**src/rtl/ssb_pkg.sv**
```systemverilog
// Package: shared types for the stage-skipping buffer.
// Assumes nothing beyond IEEE 1800-2017 enums.
package ssb_pkg;

    // Outcome of the skip query, held for one cycle after the request.
    typedef enum logic [1:0] {
        SKIP_IDLE    = 2'd0,
        SKIP_QUEUED  = 2'd1,
        SKIP_GRANTED = 2'd2
    } skip_res_e;

endpackage

```
**src/rtl/ssb_select.sv**
```systemverilog
// Module: ssb_select
// Decides, per slot, whether the entry survives this cycle. Squash, tagged
// remove and pop all look at the contents held at the start of the cycle.
// Assumes valid slots are packed toward index 0 (slot 0 is the head).
module ssb_select #(
    parameter int DEPTH = 4,
    parameter int TID_W = 1,
    parameter int SEQ_W = 8
) (
    input  logic [DEPTH-1:0]            valid,
    input  logic [DEPTH-1:0][TID_W-1:0] tid,
    input  logic [DEPTH-1:0][SEQ_W-1:0] seq,
    input  logic                        sq_req,
    input  logic [TID_W-1:0]            sq_tid,
    input  logic [SEQ_W-1:0]            sq_seq,
    input  logic                        rm_req,
    input  logic [TID_W-1:0]            rm_tid,
    input  logic [SEQ_W-1:0]            rm_seq,
    input  logic                        pop_req,
    output logic [DEPTH-1:0]            keep
);

    logic [DEPTH-1:0] sq_hit;
    logic [DEPTH-1:0] rm_match;
    logic [DEPTH-1:0] rm_first;

    // Per-slot squash and tag comparisons.
    for (genvar g = 0; g < DEPTH; g++) begin : g_cmp
        assign sq_hit[g]   = sq_req && valid[g] && (tid[g] == sq_tid) && (seq[g] > sq_seq);
        assign rm_match[g] = rm_req && valid[g] && (tid[g] == rm_tid) && (seq[g] == rm_seq);
    end

    // Priority pick of the match closest to the head.
    always_comb begin
        logic found;
        found    = 1'b0;
        rm_first = '0;
        for (int i = 0; i < DEPTH; i++) begin
            if (rm_match[i] && !found) begin
                rm_first[i] = 1'b1;
                found       = 1'b1;
            end
        end
    end

    // Survivor mask: valid and not hit by any deletion.
    always_comb begin
        for (int i = 0; i < DEPTH; i++) begin
            keep[i] = valid[i] && !sq_hit[i] && !rm_first[i] && !(pop_req && (i == 0));
        end
    end

endmodule

```
**src/rtl/ssb_compact.sv**
```systemverilog
// Module: ssb_compact
// Packs the surviving slots toward index 0 while keeping their order, and
// reports how many survived. Purely combinational.
module ssb_compact #(
    parameter int DEPTH = 4,
    parameter int TID_W = 1,
    parameter int SEQ_W = 8,
    parameter int OCC_W = 3
) (
    input  logic [DEPTH-1:0]            keep,
    input  logic [DEPTH-1:0][TID_W-1:0] in_tid,
    input  logic [DEPTH-1:0][SEQ_W-1:0] in_seq,
    output logic [DEPTH-1:0][TID_W-1:0] out_tid,
    output logic [DEPTH-1:0][SEQ_W-1:0] out_seq,
    output logic [OCC_W-1:0]            out_cnt
);

    localparam int IW = (DEPTH > 1) ? $clog2(DEPTH) : 1;

    // Ordered gather of survivors into consecutive slots.
    always_comb begin
        logic [OCC_W-1:0] cnt;
        cnt     = '0;
        out_tid = '0;
        out_seq = '0;
        for (int i = 0; i < DEPTH; i++) begin
            if (keep[i]) begin
                out_tid[cnt[IW-1:0]] = in_tid[i];
                out_seq[cnt[IW-1:0]] = in_seq[i];
                cnt = cnt + 1'b1;
            end
        end
        out_cnt = cnt;
    end

endmodule

```
**src/rtl/ssb_skip_ctl.sv**
```systemverilog
// Module: ssb_skip_ctl
// Answers the skip query from stage N and counts granted skips.
// Assumes buf_empty reflects the registered occupancy of this cycle.
module ssb_skip_ctl
    import ssb_pkg::*;
#(
    parameter int THREADS = 2,
    parameter int TID_W   = 1,
    parameter int FREE_W  = 2,
    parameter int BYP_W   = 16
) (
    input  logic               clk,
    input  logic               rst_n,
    input  logic               sched_req,
    input  logic [TID_W-1:0]   sched_tid,
    input  logic [THREADS-1:0] dn_blocked,
    input  logic [FREE_W-1:0]  dn_free,
    input  logic               buf_empty,
    output logic               sched_done,
    output logic               sched_bypass,
    output logic [BYP_W-1:0]   bypass_count
);

    skip_res_e  res_q;
    logic       grant;
    logic [BYP_W-1:0] cnt_q;

    // All three skip conditions must hold.
    assign grant = buf_empty && !dn_blocked[sched_tid] && (dn_free != '0);

    // Hold the answer for one cycle and bump the counter on a grant.
    always_ff @(posedge clk) begin
        if (!rst_n) begin
            res_q <= SKIP_IDLE;
            cnt_q <= '0;
        end else begin
            if (!sched_req) begin
                res_q <= SKIP_IDLE;
            end else if (grant) begin
                res_q <= SKIP_GRANTED;
                cnt_q <= cnt_q + 1'b1;
            end else begin
                res_q <= SKIP_QUEUED;
            end
        end
    end

    assign sched_done   = (res_q != SKIP_IDLE);
    assign sched_bypass = (res_q == SKIP_GRANTED);
    assign bypass_count = cnt_q;

endmodule

```
**src/rtl/stage_skip_buffer.sv**
```systemverilog
// Module: stage_skip_buffer
// In-order instruction buffer between stage N and stage N+2 with a skip
// path, tail insert, tagged remove, head pop/peek and thread squash.
// Assumes DEPTH >= 2; sequence numbers compare unsigned without wrap.
module stage_skip_buffer #(
    parameter int DEPTH   = 4,
    parameter int THREADS = 2,
    parameter int SEQ_W   = 8,
    parameter int FREE_W  = 2,
    parameter int BYP_W   = 16,
    parameter int TID_W   = (THREADS > 1) ? $clog2(THREADS) : 1,
    parameter int OCC_W   = $clog2(DEPTH + 1)
) (
    input  logic               clk,
    input  logic               rst_n,
    input  logic               sched_req,
    input  logic [TID_W-1:0]   sched_tid,
    input  logic [THREADS-1:0] dn_blocked,
    input  logic [FREE_W-1:0]  dn_free,
    output logic               sched_done,
    output logic               sched_bypass,
    input  logic               ins_req,
    input  logic [TID_W-1:0]   ins_tid,
    input  logic [SEQ_W-1:0]   ins_seq,
    output logic               ins_done,
    output logic               ins_ok,
    input  logic               rm_req,
    input  logic [TID_W-1:0]   rm_tid,
    input  logic [SEQ_W-1:0]   rm_seq,
    output logic               rm_done,
    input  logic               pop_req,
    output logic               pop_done,
    input  logic               sq_req,
    input  logic [TID_W-1:0]   sq_tid,
    input  logic [SEQ_W-1:0]   sq_seq,
    output logic               sq_done,
    output logic               head_valid,
    output logic [TID_W-1:0]   head_tid,
    output logic [SEQ_W-1:0]   head_seq,
    output logic [OCC_W-1:0]   occupancy,
    output logic [BYP_W-1:0]   bypass_count
);

    localparam int IW = (DEPTH > 1) ? $clog2(DEPTH) : 1;
    localparam logic [OCC_W-1:0] DEPTH_C = OCC_W'(DEPTH);

    logic [DEPTH-1:0]            valid_q;
    logic [DEPTH-1:0][TID_W-1:0] tid_q;
    logic [DEPTH-1:0][SEQ_W-1:0] seq_q;
    logic [OCC_W-1:0]            occ_q;

    logic [DEPTH-1:0]            keep;
    logic [DEPTH-1:0][TID_W-1:0] c_tid;
    logic [DEPTH-1:0][SEQ_W-1:0] c_seq;
    logic [OCC_W-1:0]            c_cnt;

    logic [DEPTH-1:0]            n_valid;
    logic [DEPTH-1:0][TID_W-1:0] n_tid;
    logic [DEPTH-1:0][SEQ_W-1:0] n_seq;
    logic [OCC_W-1:0]            n_cnt;
    logic                        ins_fit;

    logic ins_done_q, ins_ok_q, rm_done_q, pop_done_q, sq_done_q;

    ssb_select #(
        .DEPTH (DEPTH),
        .TID_W (TID_W),
        .SEQ_W (SEQ_W)
    ) u_select (
        .valid   (valid_q),
        .tid     (tid_q),
        .seq     (seq_q),
        .sq_req  (sq_req),
        .sq_tid  (sq_tid),
        .sq_seq  (sq_seq),
        .rm_req  (rm_req),
        .rm_tid  (rm_tid),
        .rm_seq  (rm_seq),
        .pop_req (pop_req),
        .keep    (keep)
    );

    ssb_compact #(
        .DEPTH (DEPTH),
        .TID_W (TID_W),
        .SEQ_W (SEQ_W),
        .OCC_W (OCC_W)
    ) u_compact (
        .keep    (keep),
        .in_tid  (tid_q),
        .in_seq  (seq_q),
        .out_tid (c_tid),
        .out_seq (c_seq),
        .out_cnt (c_cnt)
    );

    ssb_skip_ctl #(
        .THREADS (THREADS),
        .TID_W   (TID_W),
        .FREE_W  (FREE_W),
        .BYP_W   (BYP_W)
    ) u_skip (
        .clk          (clk),
        .rst_n        (rst_n),
        .sched_req    (sched_req),
        .sched_tid    (sched_tid),
        .dn_blocked   (dn_blocked),
        .dn_free      (dn_free),
        .buf_empty    (occ_q == '0),
        .sched_done   (sched_done),
        .sched_bypass (sched_bypass),
        .bypass_count (bypass_count)
    );

    // Insert is judged against the contents left after this cycle's deletions.
    assign ins_fit = (c_cnt < DEPTH_C);

    // Append an accepted insert after the compacted survivors.
    always_comb begin
        n_tid = c_tid;
        n_seq = c_seq;
        n_cnt = c_cnt;
        if (ins_req && ins_fit) begin
            n_tid[c_cnt[IW-1:0]] = ins_tid;
            n_seq[c_cnt[IW-1:0]] = ins_seq;
            n_cnt = c_cnt + 1'b1;
        end
    end

    // Valid bits follow the packed occupancy.
    for (genvar g = 0; g < DEPTH; g++) begin : g_valid
        assign n_valid[g] = (OCC_W'(g) < n_cnt);
    end

    // Storage and occupancy register.
    always_ff @(posedge clk) begin
        if (!rst_n) begin
            valid_q <= '0;
            tid_q   <= '0;
            seq_q   <= '0;
            occ_q   <= '0;
        end else begin
            valid_q <= n_valid;
            tid_q   <= n_tid;
            seq_q   <= n_seq;
            occ_q   <= n_cnt;
        end
    end

    // One-cycle done pulses for the buffer operations.
    always_ff @(posedge clk) begin
        if (!rst_n) begin
            ins_done_q <= 1'b0;
            ins_ok_q   <= 1'b0;
            rm_done_q  <= 1'b0;
            pop_done_q <= 1'b0;
            sq_done_q  <= 1'b0;
        end else begin
            ins_done_q <= ins_req;
            ins_ok_q   <= ins_req && ins_fit;
            rm_done_q  <= rm_req;
            pop_done_q <= pop_req;
            sq_done_q  <= sq_req;
        end
    end

    assign ins_done   = ins_done_q;
    assign ins_ok     = ins_ok_q;
    assign rm_done    = rm_done_q;
    assign pop_done   = pop_done_q;
    assign sq_done    = sq_done_q;
    assign head_valid = valid_q[0];
    assign head_tid   = tid_q[0];
    assign head_seq   = seq_q[0];
    assign occupancy  = occ_q;

endmodule

```
**config.mk**
```make
export PLATFORM = sky130hd
export DESIGN_NAME = stage_skip_buffer
export DESIGN_NICKNAME = d
export VERILOG_FILES = /design/src/rtl/ssb_pkg.sv /design/src/rtl/ssb_select.sv /design/src/rtl/ssb_compact.sv /design/src/rtl/ssb_skip_ctl.sv /design/src/rtl/stage_skip_buffer.sv
export SDC_FILE = /design/constraint.sdc
export NUM_CORES = 1
export LEC_CHECK = 0
export ABC_CLOCK_PERIOD_IN_PS = 7100
export CAP_MARGIN = 20
export CORE_MARGIN = 8
export CORE_UTILIZATION = 45
export DETAILED_ROUTE_END_ITERATION = 8
export PLACE_DENSITY = 0.64
export SLEW_MARGIN = 25
export SYNTH_ARGS = -nofsm -noshare
export SYNTH_HDL_FRONTEND = slang
export SYNTH_SLANG_ARGS = --single-unit
```
**constraint.sdc**
```tcl
create_clock -name clk -period 7.1 [get_ports clk]
set_input_delay 0.71 -clock clk [delete_from_list [all_inputs] [get_ports clk]]
set_output_delay 0.71 -clock clk [all_outputs]
set_load 0.05 [all_outputs]
```
# Word level (Yosys, flattened, before mapping)
# Index checks and enable logic that the tools add are counted.
dict set report word_totals {
  regBits 66
  latch_bits 0
  out_inout_bits 36
  mem_count 0
  input_bits 39
  word_cells 161
  mem_bits_ro 0
  ramBits 0
}
dict set report op_classes {
  add_sub_neg 5
  mul 0
  n_mux 48
  n_reduce_logical 60
  n_eq_ne 13
  order_cmp 18
  n_div 0
  bitwise_logic 0
  shifts 0
}
# operator n
set op_table {}
lappend op_table {{32-bit bitwise mux} 4}
lappend op_table {{32-bit 2-to-1 mux} 4}
lappend op_table {{8-bit demux with 2-bit select} 4}
lappend op_table {{1-bit logical AND} 43}
lappend op_table {{8-bit 2-to-1 mux} 5}
lappend op_table {{8-bit equality test} 4}
lappend op_table {{8-bit greater-than comparator} 4}
lappend op_table {{16-bit by 1-bit adder with 16-bit output (second input constant)} 1}
lappend op_table {{4-bit bitwise mux} 4}
lappend op_table {{4-bit 2-to-1 mux} 4}
lappend op_table {{1-bit 2-to-1 mux} 14}
lappend op_table {{1-bit zero test} 12}
lappend op_table {{3-bit 2-to-1 mux} 4}
lappend op_table {{3-bit by 1-bit adder with 3-bit output (second input constant)} 3}
lappend op_table {{2-bit by 3-bit < comparator with 1-bit output (second input constant)} 3}
lappend op_table {{1-bit demux with 2-bit select} 4}
lappend op_table {{1-bit equality test} 8}
lappend op_table {{2-bit by 1-bit >= comparator with 1-bit output (second input constant)} 3}
lappend op_table {{1-bit by 3-bit < comparator with 1-bit output (first input constant)} 2}
lappend op_table {{2-bit by 3-bit < comparator with 1-bit output (first input constant)} 2}
lappend op_table {{2-bit AND reduction} 2}
lappend op_table {{2-bit nonzero test} 2}
lappend op_table {{3-bit zero test} 1}
lappend op_table {{1-bit by 3-bit < comparator with 1-bit output (second input constant)} 1}
lappend op_table {{6 further kinds} 6}

# Logic depth before layout (Yosys ltp)
# Gate-level depths: netlist of run 1.
dict set report logic_depth {
  word_depth 22
  ltp_mapped 23
  mapped_depth_nobuf 21
}

# By module
# A second synthesis of run 1 with hierarchy kept.
dict set report hier_totals {
  cells_unflattened 604
  hier_area_um2 5292.6
}
# module instances cells_each area_per_inst_um2 seq_area_each_um2
set by_module_without_submodules {}
lappend by_module_without_submodules {stage_skip_buffer 1 212 1926.8 940.9}
lappend by_module_without_submodules {ssb_select 1 165 1287.5 0.0}
lappend by_module_without_submodules {ssb_compact 1 132 1189.9 0.0}
lappend by_module_without_submodules {ssb_skip_ctl 1 95 888.4 360.3}

# Worst setup path before layout of run 1
# Ideal clock, no wire load.
dict set report synth_timing {
  kind {input -> register}
  from {input port sq_seq[5]}
  to {register seq_q[17] (netlist name)}
  path_slack_ns 2.701
  path_buffers 1
  required_time_ns 7.041
  t_arrival_ns 4.340
  setup_time_ns 0.059
  stages 21
  cell_sequence {inv_1 ha_1 a21oi_1 o21ai_0 nand2b_1 o2111ai_1 o211a_1 clkbuf_1 inv_1 ha_1 inv_1 nor2_1 a21oi_1 ha_1 mux2_2 inv_1 ha_1 inv_1 a2111oi_4 a221o_1 o211a_1}
}
dict set report synth_via {
  elab_chain_len 19
  word_cells_on_any_way 58
  classes_between {add/sub: 3; order compare: 13; mux: 20; reduce/logical: 22}
}
# element line
set synth_rtl {}
lappend synth_rtl {{start: declaration} stage_skip_buffer.sv:35} ;# input logic [SEQ_W-1:0] sq_seq,
lappend synth_rtl {{8-bit greater-than comparator} ssb_select.sv:29} ;# assign sq_hit[g] = sq_req && valid[g] && (tid[g] == sq_tid) && (seq[g] > sq_seq);
lappend synth_rtl {{1-bit logical AND} ssb_select.sv:29}
lappend synth_rtl {{1-bit zero test} ssb_select.sv:49} ;# keep[i] = valid[i] && !sq_hit[i] && !rm_first[i] && !(pop_req && (i == 0));
lappend synth_rtl {{1-bit logical AND (3 in series)} ssb_select.sv:49}
lappend synth_rtl {{1-bit 2-to-1 mux} ssb_compact.sv:27} ;# if (keep[i]) begin
lappend synth_rtl {{1-bit by 1-bit adder with 2-bit output (tied with other cells)} ssb_compact.sv:30} ;# cnt = cnt + 1'b1;
lappend synth_rtl {{3-bit 2-to-1 mux or 1-bit logical AND (tied branches)} {ssb_compact.sv:27, ssb_compact.sv:29}}
lappend synth_rtl {{3-bit by 1-bit adder with 3-bit output (tied with other cells)} ssb_compact.sv:30}
lappend synth_rtl {{3-bit 2-to-1 mux (tied with other cells)} ssb_compact.sv:27}
lappend synth_rtl {{3-bit by 1-bit adder with 3-bit output (tied with other cells)} ssb_compact.sv:30}
lappend synth_rtl {{3-bit 2-to-1 mux (tied with other cells)} ssb_compact.sv:27}
lappend synth_rtl {{2-bit by 3-bit < comparator with 1-bit output (implied by the code) (tied with other cells)} stage_skip_buffer.sv:125} ;# n_seq[c_cnt[IW-1:0]] = ins_seq;
lappend synth_rtl {{1-bit logical AND (implied by the code) (tied with other cells)} stage_skip_buffer.sv:125}
lappend synth_rtl {{8-bit 2-to-1 mux (implied by the code) or 32-bit bitwise mux (tied branches)} {stage_skip_buffer.sv:125, ssb_compact.sv:29}}
lappend synth_rtl {{8-bit demux with 2-bit select or 32-bit 2-to-1 mux (tied branches)} {stage_skip_buffer.sv:125, ssb_compact.sv:27}}
lappend synth_rtl {{32-bit bitwise mux} stage_skip_buffer.sv:125}
lappend synth_rtl {{32-bit 2-to-1 mux *} stage_skip_buffer.sv:123} ;# if (ins_req && ins_fit) begin
lappend synth_rtl {{end signal: assignment} stage_skip_buffer.sv:145} ;# seq_q <= n_seq;
lappend synth_rtl {{end: declaration} stage_skip_buffer.sv:49} ;# logic [DEPTH-1:0][SEQ_W-1:0] seq_q;
# Every way passes the cells marked *; elsewhere a longest branch is shown, timed or not.
# A chain may end at the register's enable or synchronous reset.

# Worst setup path in the final report of run 1
dict set report layout_timing {
  from {input port sq_seq[5]}
  to {register valid_q[0]}
}
dict set report layout_via {
  elab_chain_len 17
  word_cells_on_any_way 33
  classes_between {add/sub: 4; order compare: 6; mux: 5; reduce/logical: 18}
}
# element line
set layout_rtl {}
lappend layout_rtl {{8-bit greater-than comparator} ssb_select.sv:29}
lappend layout_rtl {{1-bit logical AND} ssb_select.sv:29}
lappend layout_rtl {{1-bit zero test} ssb_select.sv:49}
lappend layout_rtl {{1-bit logical AND (3 in series)} ssb_select.sv:49}
lappend layout_rtl {{1-bit 2-to-1 mux} ssb_compact.sv:27}
lappend layout_rtl {{1-bit by 1-bit adder with 2-bit output} ssb_compact.sv:30}
lappend layout_rtl {{3-bit 2-to-1 mux} ssb_compact.sv:27}
lappend layout_rtl {{3-bit by 1-bit adder with 3-bit output} ssb_compact.sv:30}
lappend layout_rtl {{3-bit 2-to-1 mux} ssb_compact.sv:27}
lappend layout_rtl {{3-bit by 1-bit adder with 3-bit output} ssb_compact.sv:30}
lappend layout_rtl {{3-bit 2-to-1 mux *} ssb_compact.sv:27}
lappend layout_rtl {{3-bit < comparator} stage_skip_buffer.sv:116} ;# assign ins_fit = (c_cnt < DEPTH_C);
lappend layout_rtl {{1-bit logical AND} stage_skip_buffer.sv:123}
lappend layout_rtl {{3-bit 2-to-1 mux *} stage_skip_buffer.sv:123}
lappend layout_rtl {{1-bit by 3-bit < comparator with 1-bit output *} stage_skip_buffer.sv:132} ;# assign n_valid[g] = (OCC_W'(g) < n_cnt);
lappend layout_rtl {{end signal: assignment} stage_skip_buffer.sv:143} ;# valid_q <= n_valid;
lappend layout_rtl {{end: declaration} stage_skip_buffer.sv:47} ;# logic [DEPTH-1:0] valid_q;
# Marked as above.

==> out/results.tsv, run 1 <==
stage	metric	value	unit
clock_tree	insertion_delay	0.36	ns
floorplan	chipHeight	122	um
clock_tree	clock-sinks	65	
drt	num_vias	4561	
global_routing	grt_usage	21.6	%
worst_setup_path	ff2ff_setup_slack	2.08	ns
logic_synthesis	synth.yosys.seq_area_share	25.9	%
floorplan	ios	75	
worst_setup_path	r2r-end	valid_q[0]	
clock_tree	clk_pin_slew	0.08	ns
worst_setup_path	setup.worst_path.end_class	flip-flop	
run_status	status	completed	
drt	drt.antenna.violating_nets	0	
global_routing	grt_max_degree	66	
logic_synthesis	yosys.area.top_type	dfxtp_1	
placement	gp_congestion	0.921	
floorplan	core_area	0.0109	sq mm
clock_tree	cts_max_path_buffers	2	
clock_tree	htreeDepth	3	
job	maxCapViolCount	0	
layout	final_cell_mix	clkdlybuf4s50_1, dfxtp_1, nand2_1	
logic_synthesis	syn_area	0.00502	sq mm
clock_tree	root_buffer	clkbuf_8	
clock_tree	cts_hold_buffers	0	
logic_synthesis	synth.top_cells.by_area	dfxtp_1, ha_1, xnor2_1, nand2_1, and2_1	
layout	area_growth	18.6	%
worst_setup_path	crit_path_max_fanout	21	
hold_path	hold_class	flip-flop to flip-flop	
floorplan	dieArea	0.0148	sq mm
placement	io_buffers	74	
drt	first_pass_iters	5	
timing	min_period	5.53	ns
timing	hold_violations	0	
layout	fin_util	54.7	%
pwr	p_leak	2.39	nW
worst_setup_path	r2r_start	seq_q[11]	
clock_tree	cts_resized	0	
hold_path	holdPathStages	2	
drt	drc	0	
clock_tree	cts_setup_buffers	0	
drt	wl_per_cell	21.3	um
logic_synthesis	syn_area_per_cell	8.84	sq um
global_routing	grt_pass1_vias	4441	
placement	hpwl	12.0	mm
logic_synthesis	synth_top_area_share	25.9	%
worst_setup_path	startpoint_type	primary input	
layout	fin_area	0.00596	sq mm
floorplan	rows	38	
drt	routed_wl	16.2	mm
logic_synthesis	ys_warn_count	0	
worst_setup_path	cp_data_required_time	7.34	ns
timing	clock-skew-final	0.0114	ns
logic_synthesis	yosys.cell_types.count	62	
global_routing	grt_pass1_wl	24.8	mm
timing	slew_headroom	31.3	%
global_routing	antenna_found_initial	0	
hold_path	min_to	u_skip.bypass_count[1]	
timing	finalCritPeriodShare	77.8	%
drt	avgViaCountPerCell	5.99	
pwr	vdd_drop_max	137	uV
hold_path	hp-start	u_skip.bypass_count[1]	
timing	setup_violations	0	
floorplan	die_w	122	um
layout	nets	699	
placement	place_area	0.00573	sq mm
worst_setup_path	worstPathArrival	5.76	ns
worst_setup_path	rr_worst_depth	17	
layout	mostFrequentLayoutCell	clkdlybuf4s50_1	
logic_synthesis	syn_nets	650	
timing	hold_slack	0.590	ns
clock_tree	cts_tree	done	
worst_setup_path	path_class	primary input to flip-flop	
logic_synthesis	synth-seq-cells	65	
pwr	p_per_area	197	mW/mm^2
clock_tree	numCtsBuffers	9	
timing	rsz0062_at_grt	false	
global_routing	gr-total-overflow	0	
timing	timing.fmax	0.181	GHz
timing	setup_tns	0	ns
layout	drive_gt1_share	7.23	%
drt	drt_iter0_markers	414	
timing	final_max_slew_viol_count	0	
floorplan	start_util	46.1	%
layout	antenna_cells	0	
logic_synthesis	syn-instance-count	568	
timing	tightest_slew	1.03	ns
[stage by stage]
step,power [W],instances,worst slack [ns]
CTS,0.00118,762,1.61
finish,0.00118,762,1.57
floorplan,0.000696,568,2.70
global placement,0.000802,746,1.39
detailed placement,0.000813,746,1.24
global route,0.00123,762,1.21
[cell families after synthesis]
| group | after synthesis | synth area share (%) |
|---|---|---|
| simple gates | 197 | 21.6 |
| compound gates | 127 | 22.5 |
| flops | 65 | 25.9 |
| buf+inv | 64 | 6.35 |
| xor+xnor | 58 | 10.1 |
| fa+ha+maj | 43 | 10.7 |
| mux | 14 | 2.82 |
[Yosys cell counts, drive strengths merged]
| cell | n |
|---|---|
| mux2 | 1 |
| and3b | 8 |
| mux2i | 13 |
| a21o | 3 |
| a311o | 9 |
| and2 | 27 |
| dfxtp | 65 |
| o311ai | 3 |
| clkbuf | 18 |
| nand3 | 22 |
| a21oi | 21 |
| o311a | 3 |
| nor4 | 3 |
| buf | 20 |
| o31a | 1 |
| o2111ai | 2 |
| a211oi | 13 |
| nor2 | 26 |
| o22ai | 1 |
| and3 | 8 |
| or3b | 1 |
| a221o | 10 |
| a22o | 9 |
| nand4 | 23 |
| nand2b | 5 |
| o211a | 12 |
| nor2b | 7 |
| o21a | 1 |
| or2 | 4 |
| a2111oi | 2 |
| and4 | 2 |
| o211ai | 2 |
| a21boi | 18 |
| xor2 | 14 |
| o31ai | 1 |
| or3 | 1 |
| nor3 | 6 |
| nand2 | 54 |
| o221a | 9 |
| o21ai | 6 |
| ha | 43 |
| inv | 26 |
| xnor2 | 44 |
| a31oi | 1 |
[flip-flops by register name, summed over array words and instances (netlist names), 2 cells and up]
| register | cells |
|---|---|
| u_skip.res_q | 2 |
| seq_q | 24 |
| head_seq | 8 |
| tid_q | 3 |
| occupancy | 2 |
| u_skip.bypass_count | 16 |
| valid_q | 4 |
[worst max-delay path by stage]
| stage | cells after the start | slack [ns] | from | endpoint |
|---|---|---|---|---|
| floorplan | 21 | 2.70 | sq_seq[5] | seq_q[17] |
| global placement | 20 | 1.39 | sq_seq[5] | valid_q[0] |
| detailed placement | 18 | 1.24 | rm_seq[3] | seq_q[9] |
| CTS | 18 | 1.61 | rm_seq[3] | seq_q[9] |
| global route | 20 | 1.21 | sq_seq[7] | seq_q[12] |
| finish | 20 | 1.57 | sq_seq[5] | valid_q[0] |
[per-layer routing]
layer	global-route usage, %	up-vias	part of all wire (%)
met5	0	-	0
met4	8.33	0	2.4
met3	3.70	30	6.9
met2	35.7	176	47
met1	27.5	2204	44
li1	-	2151	-
[where the power goes]
group / switching, W / internal, W / leakage (nW) / total, W
Clock: 0.000152 / 0.000216 / 0.115 / 0.000367
Combinational: 0.000233 / 0.000153 / 1.75 / 0.000386
Sequential: 0.0000355 / 0.000387 / 0.528 / 0.000423
[critical path: stages]
cell             delay [ns]
clkdlybuf4s50_1        0.46
inv_1                  0.11
ha_1                   0.32
a21oi_1                0.06
o21ai_0                0.21
nand2b_1               0.14
o2111ai_1              0.10
o211a_1                0.52
inv_1                  0.21
ha_1                   0.19
inv_1                  0.04
nor2_1                 0.60
a21oi_1                0.14
ha_1                   0.35
mux2_2                 0.21
inv_1                  0.08
ha_1                   0.18
and2_1                 0.30
or3_4                  0.46
o311a_1                0.38
[layout make-up]
cell class,instances,area [sq um]
Sequential cell,65,1300
Multi-Input combinational cell,439,3400
Fill cell,984,4930
Inverter,26,97.6
Timing Repair Buffer,76,753
Clock buffer,11,151
Tap cell,140,175
Clock inverter,5,77.6
Note: power is estimated with default switching activity, not from simulation.
==> run 2: changes to the inputs <==
Settings changed: ABC_CLOCK_PERIOD_IN_PS 7100 to 5700.
Clock period 7.1 ns to 5.7 ns, I/O delays scaled along.
==> out/results.tsv, run 2 (synthesized netlist as in run 1, its figures left out) <==
stage	metric	value	unit	change
run_status	status	completed		
placement	hpwl	12.0	mm	-0.50%
clock_tree	htreeDepth	3		unchanged
timing	final_max_slew_viol_count	0		unchanged
timing	slew_headroom	50.9	%	+20 points
drt	drt.antenna.violating_nets	0		unchanged
clock_tree	cts_resized	0		unchanged
worst_setup_path	path_class	primary input to flip-flop		
pwr	p_per_area	232	mW/mm^2	+18%
worst_setup_path	cp_data_required_time	6.01	ns	-1.33 ns
worst_setup_path	r2r_start	seq_q[9]		
hold_path	hp-start	u_skip.bypass_count[1]		
placement	placedCellCount	752		+0.80%
floorplan	rows	38		unchanged
clock_tree	numCtsBuffers	9		unchanged
job	maxCapViolCount	0		unchanged
global_routing	grt_usage	22.0	%	+0.40 points
clock_tree	cts_setup_buffers	0		unchanged
drt	drt_iter0_markers	379		-8.5%
clock_tree	insertion_delay	0.36	ns	about the same
global_routing	grt_pass1_vias	4540		+2.2%
clock_tree	root_buffer	clkbuf_8		
worst_setup_path	startpoint	sq_seq[1]		
layout	area_growth	18.6	%	about the same
global_routing	antenna_found_initial	0		unchanged
layout	antenna_cells	0		unchanged
timing	rsz0062_at_grt	false		
timing	timing.fmax	0.205	GHz	
floorplan	die_w	122	um	unchanged
worst_setup_path	setup.worst_path.end_class	flip-flop		
clock_tree	cts_tree	done		
clock_tree	clock-sinks	65		unchanged
floorplan	dieArea	0.0148	sq mm	unchanged
pwr	p_leak	2.39	nW	+0.16%
worst_setup_path	worstPathArrival	5.19	ns	-0.57 ns
layout	stdcell_count	768		+0.79%
global_routing	gr-total-overflow	0		unchanged
floorplan	chipHeight	122	um	unchanged
drt	wl_per_cell	21.1	um	-0.93%
placement	gp_congestion	0.982		+6.6%
clock_tree	cts_hold_buffers	0		unchanged
worst_setup_path	startpoint_type	primary input		
worst_setup_path	crit_path_max_fanout	10		-52%
drt	avgViaCountPerCell	5.98		about the same
drt	first_pass_iters	5		unchanged
floorplan	ios	75		unchanged
timing	clock-skew-final	0.0135	ns	+0.00215 ns
drt	num_vias	4595		+0.75%
placement	io_buffers	74		unchanged
pwr	total_power	0.00138	W	+18%
layout	largest_reg_flops	24		unchanged
floorplan	start_util	46.1	%	unchanged
layout	drive_gt1_share	8.12	%	+0.89 points
clock_tree	clk_pin_slew	0.08	ns	about the same
global_routing	grt_max_degree	66		unchanged
timing	setup_violations	0		unchanged
layout	nets	705		+0.86%
timing	finalCritPeriodShare	85.7	%	
placement	place_area	0.00577	sq mm	+0.79%
drt	routed_wl	16.2	mm	-0.15%
layout	final_cell_mix	clkdlybuf4s50_1, dfxtp_1, nand2_1		
clock_tree	cts_max_path_buffers	2		unchanged
timing	setup_tns	0	ns	unchanged
hold_path	hold_class	flip-flop to flip-flop		
timing	hold_violations	0		unchanged
timing	tightest_slew	0.736	ns	-0.295 ns
layout	largest-register	seq_q		
timing	min_period	4.88	ns	
drt	drc	0		unchanged
pwr	vdd_drop_max	188	uV	+37%
floorplan	core_area	0.0109	sq mm	unchanged
global_routing	grt_pass1_wl	25.3	mm	+2.1%
layout	fin_area	0.00595	sq mm	about the same
layout	mostFrequentLayoutCell	clkdlybuf4s50_1		
[run 2: where the power goes]
part | total (W) | internal (W) | switching [W]
combinational | 0.000484 | 0.000195 | 0.000289
sequential | 0.000527 | 0.000482 | 0.0000441
clock | 0.000372 | 0.000170 | 0.000202
[run 2: area by class of cell]
cell class                 instances  area, sq um
tap                              140          175
fill                            1019         4930
timing repair buffer              82          798
sequential                        65         1300
multi-input combinational        439         3400
clock inverter                     6         42.5
clock buffer                      10          138
inverter                          26         97.6
[run 2: per-stage QoR]
step / hold slack (ns) / worst slack [ns] / util (%)
5_1_grt: 0.606 / 0.501 / 54.7
4_1_cts: 0.561 / 0.805 / 54.7
3_5_place_dp: 0.549 / 0.420 / 53.0
6_report: 0.563 / 0.816 / 54.7
2_1_floorplan: 0.502 / 1.44 / -
3_3_place_gp: 0.541 / 0.492 / 53.0
[run 2: worst paths after layout]
| path | end | slack (ns) | cells after the start |
|---|---|---|---|
| max | seq_q[16] | 0.82 | 22 |
| max reg2reg | seq_q[16] | 1.19 | 20 |
| min | u_skip.bypass_count[1] | 0.56 | 2 |
| min reg2reg | u_skip.bypass_count[1] | 0.56 | 2 |
[run 2: critical path: stages]
cell	delay, ns
clkdlybuf4s50_1	0.46
inv_1	0.11
ha_1	0.33
nor2b_1	0.13
o21ai_0	0.16
nand2b_1	0.07
a211oi_1	0.43
o211a_1	0.32
inv_1	0.09
ha_1	0.20
inv_1	0.05
nor2_1	0.04
buf_4	0.20
a21oi_1	0.17
ha_1	0.27
mux2_2	0.32
inv_1	0.09
ha_1	0.19
inv_1	0.08
a2111oi_4	0.56
a221o_1	0.20
o211a_1	0.14
[run 2: metal layers]
layer / GRT usage (%) / part of all wire (%)
met1: 28.6 / 42
met2: 33.7 / 44
met3: 6.06 / 10
met4: 9.18 / 3.3
met5: 0 / 0
